`config.mk`:
```
export PLATFORM = sky130hd
export DESIGN_NAME = chop_regulator
export DESIGN_NICKNAME = d
export VERILOG_FILES = /design/src/rtl/chop_pkg.sv /design/src/rtl/chop_sync.sv /design/src/rtl/chop_timer.sv /design/src/rtl/chop_qualify.sv /design/src/rtl/chop_regulator.sv
export SDC_FILE = /design/constraint.sdc
export NUM_CORES = 1
export LEC_CHECK = 0
export BUFFER_PORTS_ARGS = -buffer_cell sky130_fd_sc_hd__buf_4
export CORE_ASPECT_RATIO = 0.8
export CORE_MARGIN = 2
export CORE_UTILIZATION = 40
export CTS_CLUSTER_DIAMETER = 80
export DETAILED_ROUTE_END_ITERATION = 10
export PLACE_DENSITY_LB_ADDON = 0.05
export SLEW_MARGIN = 10
export SYNTH_ARGS = -nofsm -noshare
export SYNTH_HDL_FRONTEND = slang
export SYNTH_HIERARCHICAL = 1
export SYNTH_SLANG_ARGS = --single-unit
```
`constraint.sdc`:
```
create_clock -name clk -period 5.25 [get_ports clk]
set_input_delay 0.2625 -clock clk [delete_from_list [all_inputs] [get_ports clk]]
set_output_delay 0.2625 -clock clk [all_outputs]
set_load 0.01 [all_outputs]
```
`src/rtl/chop_pkg.sv`:
```
package chop_pkg;

   typedef enum logic [1:0] {
      ST_IDLE = 2'd0,
      ST_ON   = 2'd1,
      ST_OFF  = 2'd2,
      ST_DEAD = 2'd3
   } chop_state_t;

   // a duration of zero behaves as one cycle
   function automatic int clamp1(input int v);
      return (v < 1) ? 1 : v;
   endfunction

endpackage

```
`src/rtl/chop_sync.sv`:
```
module chop_sync #(
   parameter int STAGES = 2
) (
   input  logic clk,
   input  logic rst_n,
   input  logic d,
   output logic q
);
   logic [STAGES-1:0] chain;

   generate
      for (genvar i = 0; i < STAGES; i++) begin : g_stage
         if (i == 0) begin : g_first
            always_ff @(posedge clk or negedge rst_n) begin
               if (!rst_n) chain[0] <= 1'b0;
               else        chain[0] <= d;
            end
         end else begin : g_next
            always_ff @(posedge clk or negedge rst_n) begin
               if (!rst_n) chain[i] <= 1'b0;
               else        chain[i] <= chain[i-1];
            end
         end
      end
   endgenerate

   assign q = chain[STAGES-1];
endmodule

```
`src/rtl/chop_timer.sv`:
```
module chop_timer #(
   parameter int W = 16
) (
   input  logic         clk,
   input  logic         rst_n,
   input  logic         clear,
   output logic [W-1:0] cnt
);
   localparam logic [W-1:0] TOP = '1;

   always_ff @(posedge clk or negedge rst_n) begin
      if (!rst_n)          cnt <= '0;
      else if (clear)      cnt <= '0;
      else if (cnt != TOP) cnt <= cnt + 1'b1;
   end
endmodule

```
`src/rtl/chop_qualify.sv`:
```
module chop_qualify #(
   parameter int W       = 16,
   parameter int BLANK_N = 1,
   parameter int MINON_N = 1
) (
   input  logic [W-1:0] age,
   input  logic         cmp_sync,
   input  logic         on_active,
   input  logic         held,
   output logic         trip,
   output logic         fire
);
   localparam logic [W-1:0] BLANK_T = W'(BLANK_N);
   localparam logic [W-1:0] MINON_T = W'(MINON_N - 1);

   logic minon_ok;

   assign trip = on_active & cmp_sync & (age >= BLANK_T);

   generate
      if (MINON_N <= 1) begin : g_no_min
         assign minon_ok = 1'b1;
      end else begin : g_min
         assign minon_ok = (age >= MINON_T);
      end
   endgenerate

   assign fire = on_active & (trip | held) & minon_ok;
endmodule

```
`src/rtl/chop_regulator.sv`:
```
module chop_regulator #(
   parameter int W             = 16,
   parameter int SYNC_STAGES   = 2,
   parameter int OFF_CYCLES    = 10,
   parameter int DEAD_CYCLES   = 2,
   parameter int BLANK_CYCLES  = 4,
   parameter int MIN_ON_CYCLES = 6
) (
   input  logic clk,
   input  logic rst_n,
   input  logic enable,
   input  logic cmp_raw,
   output logic bridge_on,
   output logic off_phase,
   output logic chop_pulse
);
   import chop_pkg::*;

   localparam int OFF_EFF   = clamp1(OFF_CYCLES);
   localparam int DEAD_EFF  = clamp1(DEAD_CYCLES);
   localparam int BLANK_EFF = clamp1(BLANK_CYCLES);
   localparam int MINON_EFF = clamp1(MIN_ON_CYCLES);
   localparam int CNT_MAX   = (1 << W) - 1;
   localparam logic [W-1:0] OFF_LAST  = W'(OFF_EFF - 1);
   localparam logic [W-1:0] DEAD_LAST = W'(DEAD_EFF - 1);

   generate
      if (W < 2 || W > 30) begin : g_bad_w
         $error("chop_regulator: W must lie in 2..30");
      end
      if (SYNC_STAGES < 2) begin : g_bad_sync
         $error("chop_regulator: SYNC_STAGES must be at least 2");
      end
      if (OFF_EFF > CNT_MAX || DEAD_EFF > CNT_MAX ||
          BLANK_EFF >= CNT_MAX || MINON_EFF >= CNT_MAX) begin : g_bad_len
         $error("chop_regulator: a duration does not fit the counter width");
      end
   endgenerate

   chop_state_t st, nxt;
   logic [W-1:0] age;
   logic         cmp_sync, trip, fire, held, clear;

   chop_sync #(.STAGES(SYNC_STAGES)) u_sync (
      .clk   (clk),
      .rst_n (rst_n),
      .d     (cmp_raw),
      .q     (cmp_sync)
   );

   chop_timer #(.W(W)) u_timer (
      .clk   (clk),
      .rst_n (rst_n),
      .clear (clear),
      .cnt   (age)
   );

   chop_qualify #(.W(W), .BLANK_N(BLANK_EFF), .MINON_N(MINON_EFF)) u_qual (
      .age       (age),
      .cmp_sync  (cmp_sync),
      .on_active (st == ST_ON),
      .held      (held),
      .trip      (trip),
      .fire      (fire)
   );

   always_comb begin
      nxt = st;
      unique case (st)
         ST_IDLE: nxt = ST_ON;
         ST_ON:   if (fire)             nxt = ST_OFF;
         ST_OFF:  if (age == OFF_LAST)  nxt = ST_DEAD;
         ST_DEAD: if (age == DEAD_LAST) nxt = ST_ON;
         default: nxt = ST_IDLE;
      endcase
      if (!enable) nxt = ST_IDLE;
   end

   assign clear = (nxt != st) || (st == ST_IDLE);

   always_ff @(posedge clk or negedge rst_n) begin
      if (!rst_n) begin
         st         <= ST_IDLE;
         held       <= 1'b0;
         chop_pulse <= 1'b0;
      end else begin
         st         <= nxt;
         chop_pulse <= (st == ST_ON) && (nxt == ST_OFF);
         if (st != ST_ON || nxt != ST_ON) held <= 1'b0;
         else if (trip)                   held <= 1'b1;
      end
   end

   assign bridge_on = (st == ST_ON);
   assign off_phase = (st == ST_OFF) || (st == ST_DEAD);
endmodule

```
# After elaboration in Yosys (flattened, before gate mapping)
# Cells that the tools add are included.
# totals
register_bits,22
# classes
addsub,1
n_lt_le_gt_ge,2
mux,9
eq_ne,10
n_reduce_logical,7
bitwise,5
# op_table
cell,count
"16-bit by 3-bit greater-or-equal comparator with 1-bit output, second input constant",2
16-bit two-way mux,2
"16-bit by 1-bit adder with 16-bit output, second input constant",1
"16-bit by 1-bit equality test with 1-bit output, second input constant",1
"16-bit by 4-bit equality test with 1-bit output, second input constant",1
"16-bit inequality test, second input constant",1
2-bit two-way mux,4
2-bit one-hot mux with 4 select lines,1
"2-bit equality test, second input constant",3
1-bit AND,4
"2-bit by 1-bit inequality test with 1-bit output, second input constant",2
2-bit nonzero test,2
1-bit logical OR,3
"2-bit by 1-bit equality test with 1-bit output, second input constant",1
2-bit zero test,1
1-bit two-way mux,2
2-bit inequality test,1
1-bit logical AND,1
1-bit bitwise OR,1

# Longest topological paths before layout
# Gate-level depths: netlist of the first run.
# depth
word_depth,12
depth_mapped,9
depth_no_buf,8

# By module
# Netlist of the first run, hierarchy kept.
# modules_own_cells
mod,area_per_inst_um2,cells_per_inst,n_inst,seq_area_each_um2
chop_timer,912.1,97,1,400.4
chop_regulator,262.8,28,1,100.1
chop_qualify,66.3,11,1,0.0
chop_sync,50.0,2,1,50.0

# Least setup slack after synthesis of the first run
# No wires, ideal clock.
# synth_path
path_kind,register to register
start,register st[1]
end,register u_timer.cnt[0]
n_path_buf,2
arrival_time_ns,2.167
setup_slack_ns,2.947
stages_incl_launch_ff,10
synth_period_minus_slack_ns,2.303
path_cell_list,dfrtp_1 -> nor2b_1 -> o21a_1 -> o31a_1 -> nor2b_1 -> nor3_1 -> o311ai_1 -> buf_1 -> clkbuf_1 -> nor3_1
# synth_via
elab_chain_len,12
elab_cells_between_ends,18
# synth_lines
element,line_no,text
from (decl),chop_regulator.sv:40,"chop_state_t st, nxt;"
from (signal assigned),chop_regulator.sv:87,st <= nxt;
2-bit by 1-bit equality test with 1-bit output *,--,
via bridge_on,chop_regulator.sv:13,"output logic bridge_on,"
1-bit AND (2 in series),chop_qualify.sv:18,assign trip = on_active & cmp_sync & (age >= BLANK_T);
1-bit bitwise OR,chop_qualify.sv:28,assign fire = on_active & (trip | held) & minon_ok;
1-bit AND * (2 in series),chop_qualify.sv:28,
via fire,chop_regulator.sv:42,"logic cmp_sync, trip, fire, held, clear;"
2-bit two-way mux *,chop_regulator.sv:71,ST_ON: if (fire) nxt = ST_OFF;
2-bit one-hot mux with 4 select lines *,chop_regulator.sv:69,unique case (st)
2-bit two-way mux *,chop_regulator.sv:76,if (!enable) nxt = ST_IDLE;
2-bit inequality test *,chop_regulator.sv:79,assign clear = (nxt != st) || (st == ST_IDLE);
1-bit logical OR *,chop_regulator.sv:79,
via clear,chop_regulator.sv:42,
16-bit two-way mux / 2-bit nonzero test (equally long branches),--,
to (signal assigned),chop_timer.sv:14,else if (cnt != TOP) cnt <= cnt + 1'b1;
to (decl),chop_timer.sv:7,output logic [W-1:0] cnt
# The timed path passes the listed nets; every way through them passes the cells marked *.
# A chain may end at the register's enable or synchronous reset.

# Final worst setup path of the first run
# layout_path
start,register st[1]
end,register u_timer.cnt[5]
# layout_via
elab_chain_len,12
elab_cells_between_ends,18
# layout_lines
element,line_no,text
2-bit by 1-bit equality test with 1-bit output *,chop_regulator.sv:61,".on_active (st == ST_ON),"
1-bit AND (2 in series),chop_qualify.sv:18,
1-bit bitwise OR,chop_qualify.sv:28,
1-bit AND * (2 in series),chop_qualify.sv:28,
via fire,chop_regulator.sv:42,
2-bit two-way mux *,chop_regulator.sv:71,
2-bit one-hot mux with 4 select lines *,chop_regulator.sv:69,
2-bit two-way mux *,chop_regulator.sv:76,
2-bit inequality test *,chop_regulator.sv:79,
1-bit logical OR *,chop_regulator.sv:79,
via clear,chop_regulator.sv:42,
16-bit two-way mux / 2-bit nonzero test (equally long branches),--,
# Marks and branches as above.

==> flow_metrics.env, run 1 <==
export IMPL_met2_usage_pct=26.0
export IMPL_worst_pin_slew_ps=1200
export IMPL_hp_start="cmp_raw"
export IMPL_wl_um=2890
export IMPL_postSynthAreaPerCell_um2=9.36
export IMPL_seq_area_frac_synth_pct=42.6
export IMPL_port_buffers=6
export IMPL_synth_async_reset_ratio_pct=100
export IMPL_yosysTopAreaCellShare_pct=42.6
export IMPL_final_common_cell="dfrtp_1"
export IMPL_start_util_pct=41.8
export IMPL_cp_max_fo=18
export IMPL_die_w_um=67.5
export IMPL_min_period_ps=2930
export IMPL_final_setup_tns_ps=0
export IMPL_final_util_pct=46.5
export IMPL_antenna_found_initial=0
export IMPL_leakagePower_uw=0.000568
export IMPL_drt_iter0_drc=86
export IMPL_slew_headroom_pct=19.6
export IMPL_power_uw=290
export IMPL_syn_inst=138
export IMPL_maxSlewViolCount=0
export IMPL_endpoint_kind="flop"
export IMPL_final_cell_mix="dfrtp_1, nor2_1, nor3_1, a21oi_1, nand2_1"
export IMPL_rsz0062_at_grt="false"
export IMPL_place_gp_congestion=0.830
export IMPL_post_route_period_util_pct=55.8
export IMPL_n_fill_cell=287
export IMPL_critPathRequiredTime_ps=5390
export IMPL_cts_max_path_buffers=2
export IMPL_grt_pass1_vias=1008
export IMPL_cts_resized=0
export IMPL_fmax_mhz=341
export IMPL_cp_start_kind="flop"
export IMPL_dieArea_mm2=0.00370
export IMPL_skew_ps=3.00
export IMPL_mappedNetlistNets=143
export IMPL_syn_to_final_growth_pct=11.0
export IMPL_ios=7
export IMPL_numCtsBuffers=3
export IMPL_fin_nets=152
export IMPL_grt_overflow=0
export IMPL_met3_usage_pct=4.53
export IMPL_r2r_slack_ps=2320
export IMPL_antenna_cells=0
export IMPL_rr_startpoint="st[1]"
export IMPL_core_area_mm2=0.00309
export IMPL_cts_htree_levels=1
export IMPL_grt_pass1_wl_um=4970
export IMPL_netlist_area_mm2=0.00129
export IMPL_hold_depth=1
export IMPL_drv_cap=0
export IMPL_first_pass_iters=4
export IMPL_viasPerCell=6.08
export IMPL_crit_type="reg2reg"
export IMPL_layout_drive_gt1_share_pct=11.7
export IMPL_antenna_left=0
export IMPL_powerDensity_mw_per_mm2=202
export IMPL_ir_drop_uv=117
export IMPL_num_rows=18
export IMPL_tritoncts="yes"
export IMPL_clk_pin_slew_ps=70
export IMPL_drc=0
export IMPL_num_vias=1124
export IMPL_die_h_um=54.8
export IMPL_status="complete, no violations"
export IMPL_hold_violations=0
export IMPL_clock_sinks=22
export IMPL_synth_warning_count=6
export IMPL_grt_busiest_layer="met1"
export IMPL_synth_area_leaders="dfrtp_1, nor2_1, nor3_1"
export IMPL_r2r_end="u_timer/cnt[5]"
export IMPL_setup_viol=0
export IMPL_ys_flop_type="dfrtp_1"
export IMPL_hold_end="u_sync/chain[0]"
export IMPL_synth_top_area_cell="dfrtp_1"
export IMPL_cts_root_buffer="clkbuf_8"
export IMPL_synth_edf_count=0
export IMPL_synth_distinct_cells=47
export IMPL_hold_class="in2reg"
export IMPL_cts_setup_buffers=0
export IMPL_dp_hpwl_um=2070
export IMPL_rr_worst_depth=8
export IMPL_synth_seq_cells=22
export IMPL_crit_arrival_ps=3070
export IMPL_clk_insertion_delay_late_ps=260
export IMPL_wl_per_cell_um=15.6
export IMPL_met1_usage_pct=27.7
export IMPL_gr_usage_all_layers_pct=18.6
export IMPL_grt_max_degree=23
==> per-stage QoR <==
stage	setup WS, ps	instance area (um2)	hold WS, ps	std cells
2_1_floorplan	2950	1290	-33.1	138
3_3_place_gp	2450	1380	166	181
3_5_place_dp	2310	1380	171	181
4_1_cts	2300	1430	98.8	185
5_1_grt	1970	1430	91.4	185
6_report	2320	1430	109	185
==> cell usage after synthesis, types with 2 or more instances <==
cell / count
dfrtp_1: 22
nor2_1: 16
nor3_1: 9
a21oi_1: 7
nand2_1: 7
nor2b_1: 6
nand4_1: 5
o21ai_0: 5
a31oi_1: 4
inv_1: 3
nand3_1: 3
nor4_1: 3
a211oi_1: 2
and2_1: 2
and3_1: 2
and4_1: 2
clkbuf_1: 2
mux2_1: 2
nor3_2: 2
nor3b_1: 2
nor4_2: 2
o211ai_1: 2
o21a_1: 2
o21bai_1: 2
or3_1: 2
==> worst max path at each step <==
stage / start / end / slack, ps / cells past startpoint
after global placement: st[1] / u_timer/cnt[3] / 2450 / 8
after global routing: st[1] / u_timer/cnt[3] / 1970 / 8
final: st[1] / u_timer/cnt[5] / 2320 / 8
after floorplan: st[1] / u_timer/cnt[0] / 2950 / 9
after detailed placement: st[1] / u_timer/cnt[3] / 2310 / 8
after CTS: st[1] / u_timer/cnt[3] / 2300 / 8
==> registers in the layout (all words and copies together) (netlist names) <==
| signal | count |
|---|---|
| st | 2 |
| u_sync/chain | 1 |
| chop_pulse | 1 |
| u_sync/q | 1 |
| u_timer/cnt | 16 |
| held | 1 |
==> cells by family (layout without fill, tap and decap cells) <==
logic type                 after synthesis  after routing  share of synthesized area (%)
and+or+nand+nor                         69             69                           32.4
AOI/OAI and AO/OA                       36             36                           19.1
DFF                                     22             22                           42.6
buffers and inverters                    6             13                           1.74
muxes                                    3              3                           2.52
adders and majority gates                1              1                          0.969
xor gates and xnor gates                 1              1                          0.678
==> worst max-delay path: stages (launching register included) <==
cell      delay (ps)
dfrtp_1          460
nor2b_1          300
o21a_1           180
o31a_1           200
nor2b_1          190
nor3_1            80
o311ai_2         960
nor2b_1          100
mux2_1           330
==> power breakdown <==
group | switching [uW] | internal (uW) | total, uW
clock | 49.1 | 51.1 | 100
combinational | 9.84 | 6.21 | 16.0
sequential | 2.16 | 171 | 173
total | 61.1 | 229 | 290
==> layout make-up <==
type | count | area (um2) | area share (%)
multi-input cells | 110 | 726 | 50.6
clock buffers | 3 | 41.3 | 2.88
flip-flops and latches | 22 | 551 | 38.4
well taps | 40 | 50.0 | 3.49
inverters | 3 | 11.3 | 0.785
repair buffers | 7 | 55.1 | 3.84
==> per-layer routing <==
metal / share of wire [%] / routed length (um)
met2: 41 / 1200
met3: 5.1 / 147
met5: 0 / 0
met1: 53 / 1530
met4: 0.66 / 19
==> what timing repair did <==
item	in CTS	in global routing
hold buffers	1	0
endpoints found under the hold margin	22	0
setup endpoints to repair	0	0
Power figures use the tool's default switching activity.
==> inputs of run 2 (changes only) <==
clock period = 2.65 ns   (was 5.25 ns; I/O delays follow)
==> run 2 against run 1 <==
Net effect:
- power grew 120%
- largest cell class unchanged
- register-to-register slack lost 2000 ps
- clock power grew 150%
- fmax grew 26%
- worst setup slack lost 2000 ps
- die area is the same
- critical path depth grew 1
- sequential share of layout area shrank 1.8 points
- cell area grew 4.8%
- core utilization grew 2.2 points
==> flow_metrics.env, run 2 (same netlist as run 1, synthesis figures left out) <==
export IMPL_status="complete, no violations"
export IMPL_start_util_pct=41.8
export IMPL_dp_hpwl_um=2230
export IMPL_drv_cap=0
export IMPL_hold_class="in2reg"
export IMPL_slowest_delay_ps=440
export IMPL_crit_chain="nor4_1 > nand2_1 > o31a_1 > nor2b_1 > nor3_1 > o311ai_2 > buf_4 > o21bai_1 > a31oi_1"
export IMPL_ir_drop_uv=211
export IMPL_cts_htree_levels=1
export IMPL_clk_insertion_delay_late_ps=270
export IMPL_grt_overflow=0
export IMPL_slowest_stage="dfrtp_1"
export IMPL_syn_to_final_growth_pct=16.4
export IMPL_wl_per_cell_um=15.9
export IMPL_crit_arrival_ps=2520
export IMPL_fin_nets=159
export IMPL_antenna_left=0
export IMPL_seq_area_um2=551
export IMPL_critPathRequiredTime_ps=2850
export IMPL_slew_headroom_pct=60.4
export IMPL_cts_root_buffer="clkbuf_8"
export IMPL_largest_reg_flops=16
export IMPL_grt_max_degree=23
export IMPL_p_int_uw=488
export IMPL_final_setup_tns_ps=0
export IMPL_wl_um=3070
export IMPL_final_cell_mix="dfrtp_1, nor2_1, buf_4, nor3_1"
export IMPL_skew_ps=4.44
export IMPL_antenna_cells=0
export IMPL_grt_pass1_wl_um=5220
export IMPL_rsz0062_at_grt="false"
export IMPL_p_sw_uw=138
export IMPL_fin_hold_ws_ps=124
export IMPL_num_rows=18
export IMPL_top_register="u_timer/cnt"
export IMPL_ios=7
export IMPL_powerDensity_mw_per_mm2=416
export IMPL_hold_violations=0
export IMPL_clk_pin_slew_ps=80
export IMPL_gr_usage_all_layers_pct=19.8
export IMPL_grt_pass1_vias=1081
export IMPL_combPwrFrac_pct=5.8
export IMPL_antenna_found_initial=0
export IMPL_hold_buffers=2
export IMPL_n_fill_cell=287
export IMPL_top_regs="u_timer/cnt (16), st (2)"
export IMPL_cp_start_kind="flop"
export IMPL_setup_viol=0
export IMPL_drt_iter0_drc=52
export IMPL_layout_drive_gt1_share_pct=15.7
export IMPL_die_w_um=67.5
export IMPL_drc=0
export IMPL_p_clk_share_pct=39.3
export IMPL_dieArea_mm2=0.00370
export IMPL_die_h_um=54.8
export IMPL_first_pass_iters=4
export IMPL_p_sw_share_pct=22.0
export IMPL_place_gp_congestion=0.831
export IMPL_p_seq_share_pct=54.9
export IMPL_post_route_period_util_pct=87.8
export IMPL_port_buffers=6
export IMPL_core_area_mm2=0.00309
export IMPL_fmax_mhz=430
export IMPL_maxSlewViolCount=0
export IMPL_crit_type="reg2reg"
export IMPL_numCtsBuffers=3
export IMPL_tritoncts="yes"
export IMPL_viasPerCell=5.96
export IMPL_worst_pin_slew_ps=590
export IMPL_endpoint_kind="flop"
export IMPL_min_period_ps=2330
export IMPL_cts_max_path_buffers=2
export IMPL_cp_max_fo=7
export IMPL_cts_resized=0
export IMPL_leakagePower_uw=0.000610
export IMPL_multi_input_area_um2=726
export IMPL_clock_sinks=22
export IMPL_final_common_cell="dfrtp_1"
export IMPL_cts_setup_buffers=0
export IMPL_num_vias=1151
## run 2: cell count changes in the layout (fill, tap and decap cells not counted)
cell           change
buf_4              +6
clkbuf_8           +1
dlygate4sd3_1      +1
## run 2: final timing paths
check,slack (ps),start,cells past startpoint,to
max in group asynchronous,2150,rst_n,2,u_sync/q
hold / removal,120,enable,3,held
min in group asynchronous,270,rst_n,2,chop_pulse
setup / recovery,320,u_timer/cnt[6],9,u_timer/cnt[6]
setup reg to reg,320,u_timer/cnt[6],9,u_timer/cnt[6]
hold reg to reg,360,u_sync/chain[0],0,u_sync/q
## run 2: metal layers
metal / track usage (%) / vias up / part of all wire (%)
met3: 6.38 / 5 / 7.5
met1: 28.8 / 553 / 49
li1: - / 558 / -
met4: 5.78 / 0 / 0.78
met5: 0 / - / 0
met2: 27.8 / 35 / 42
## run 2: power by group through the flow
stage | Clock [uW] | Sequential, uW | Combinational, uW
finish | 246 | 343 | 36.6
CTS | 251 | 344 | 37.5
global route | 267 | 344 | 42.4
floorplan | 0 | 349 | 15.7
detailed placement | 0 | 350 | 35.2
global placement | 0 | 350 | 35.1
## run 2: critical path: cells and delay by family (launching register included)
kind	cells	cell delay (ps)
flip-flops	1	440
buffers and inverters	1	210
AO/OA/AOI/OAI	4	820
AND/OR/NAND/NOR	4	770
## run 2: stage by stage
step / cells / total power [uW] / util (%) / worst slack, ps / area [um2]
after floorplan: 138 / 365 / - / 347 / 1290
after global placement: 187 / 385 / 46.3 / 384 / 1430
after detailed placement: 187 / 385 / 46.3 / 314 / 1430
after CTS: 193 / 632 / 48.7 / 309 / 1500
after global routing: 193 / 654 / 48.7 / 70.4 / 1500
final: 193 / 626 / 48.7 / 323 / 1500
## run 2: cell type report
class                      instances  share of cell area, %
timing repair buffer              14                   7.33
tap                               40                   3.33
clock buffer                       4                   3.66
multi-input combinational        110                   48.3
inverter                           3                  0.749
sequential                        22                   36.6
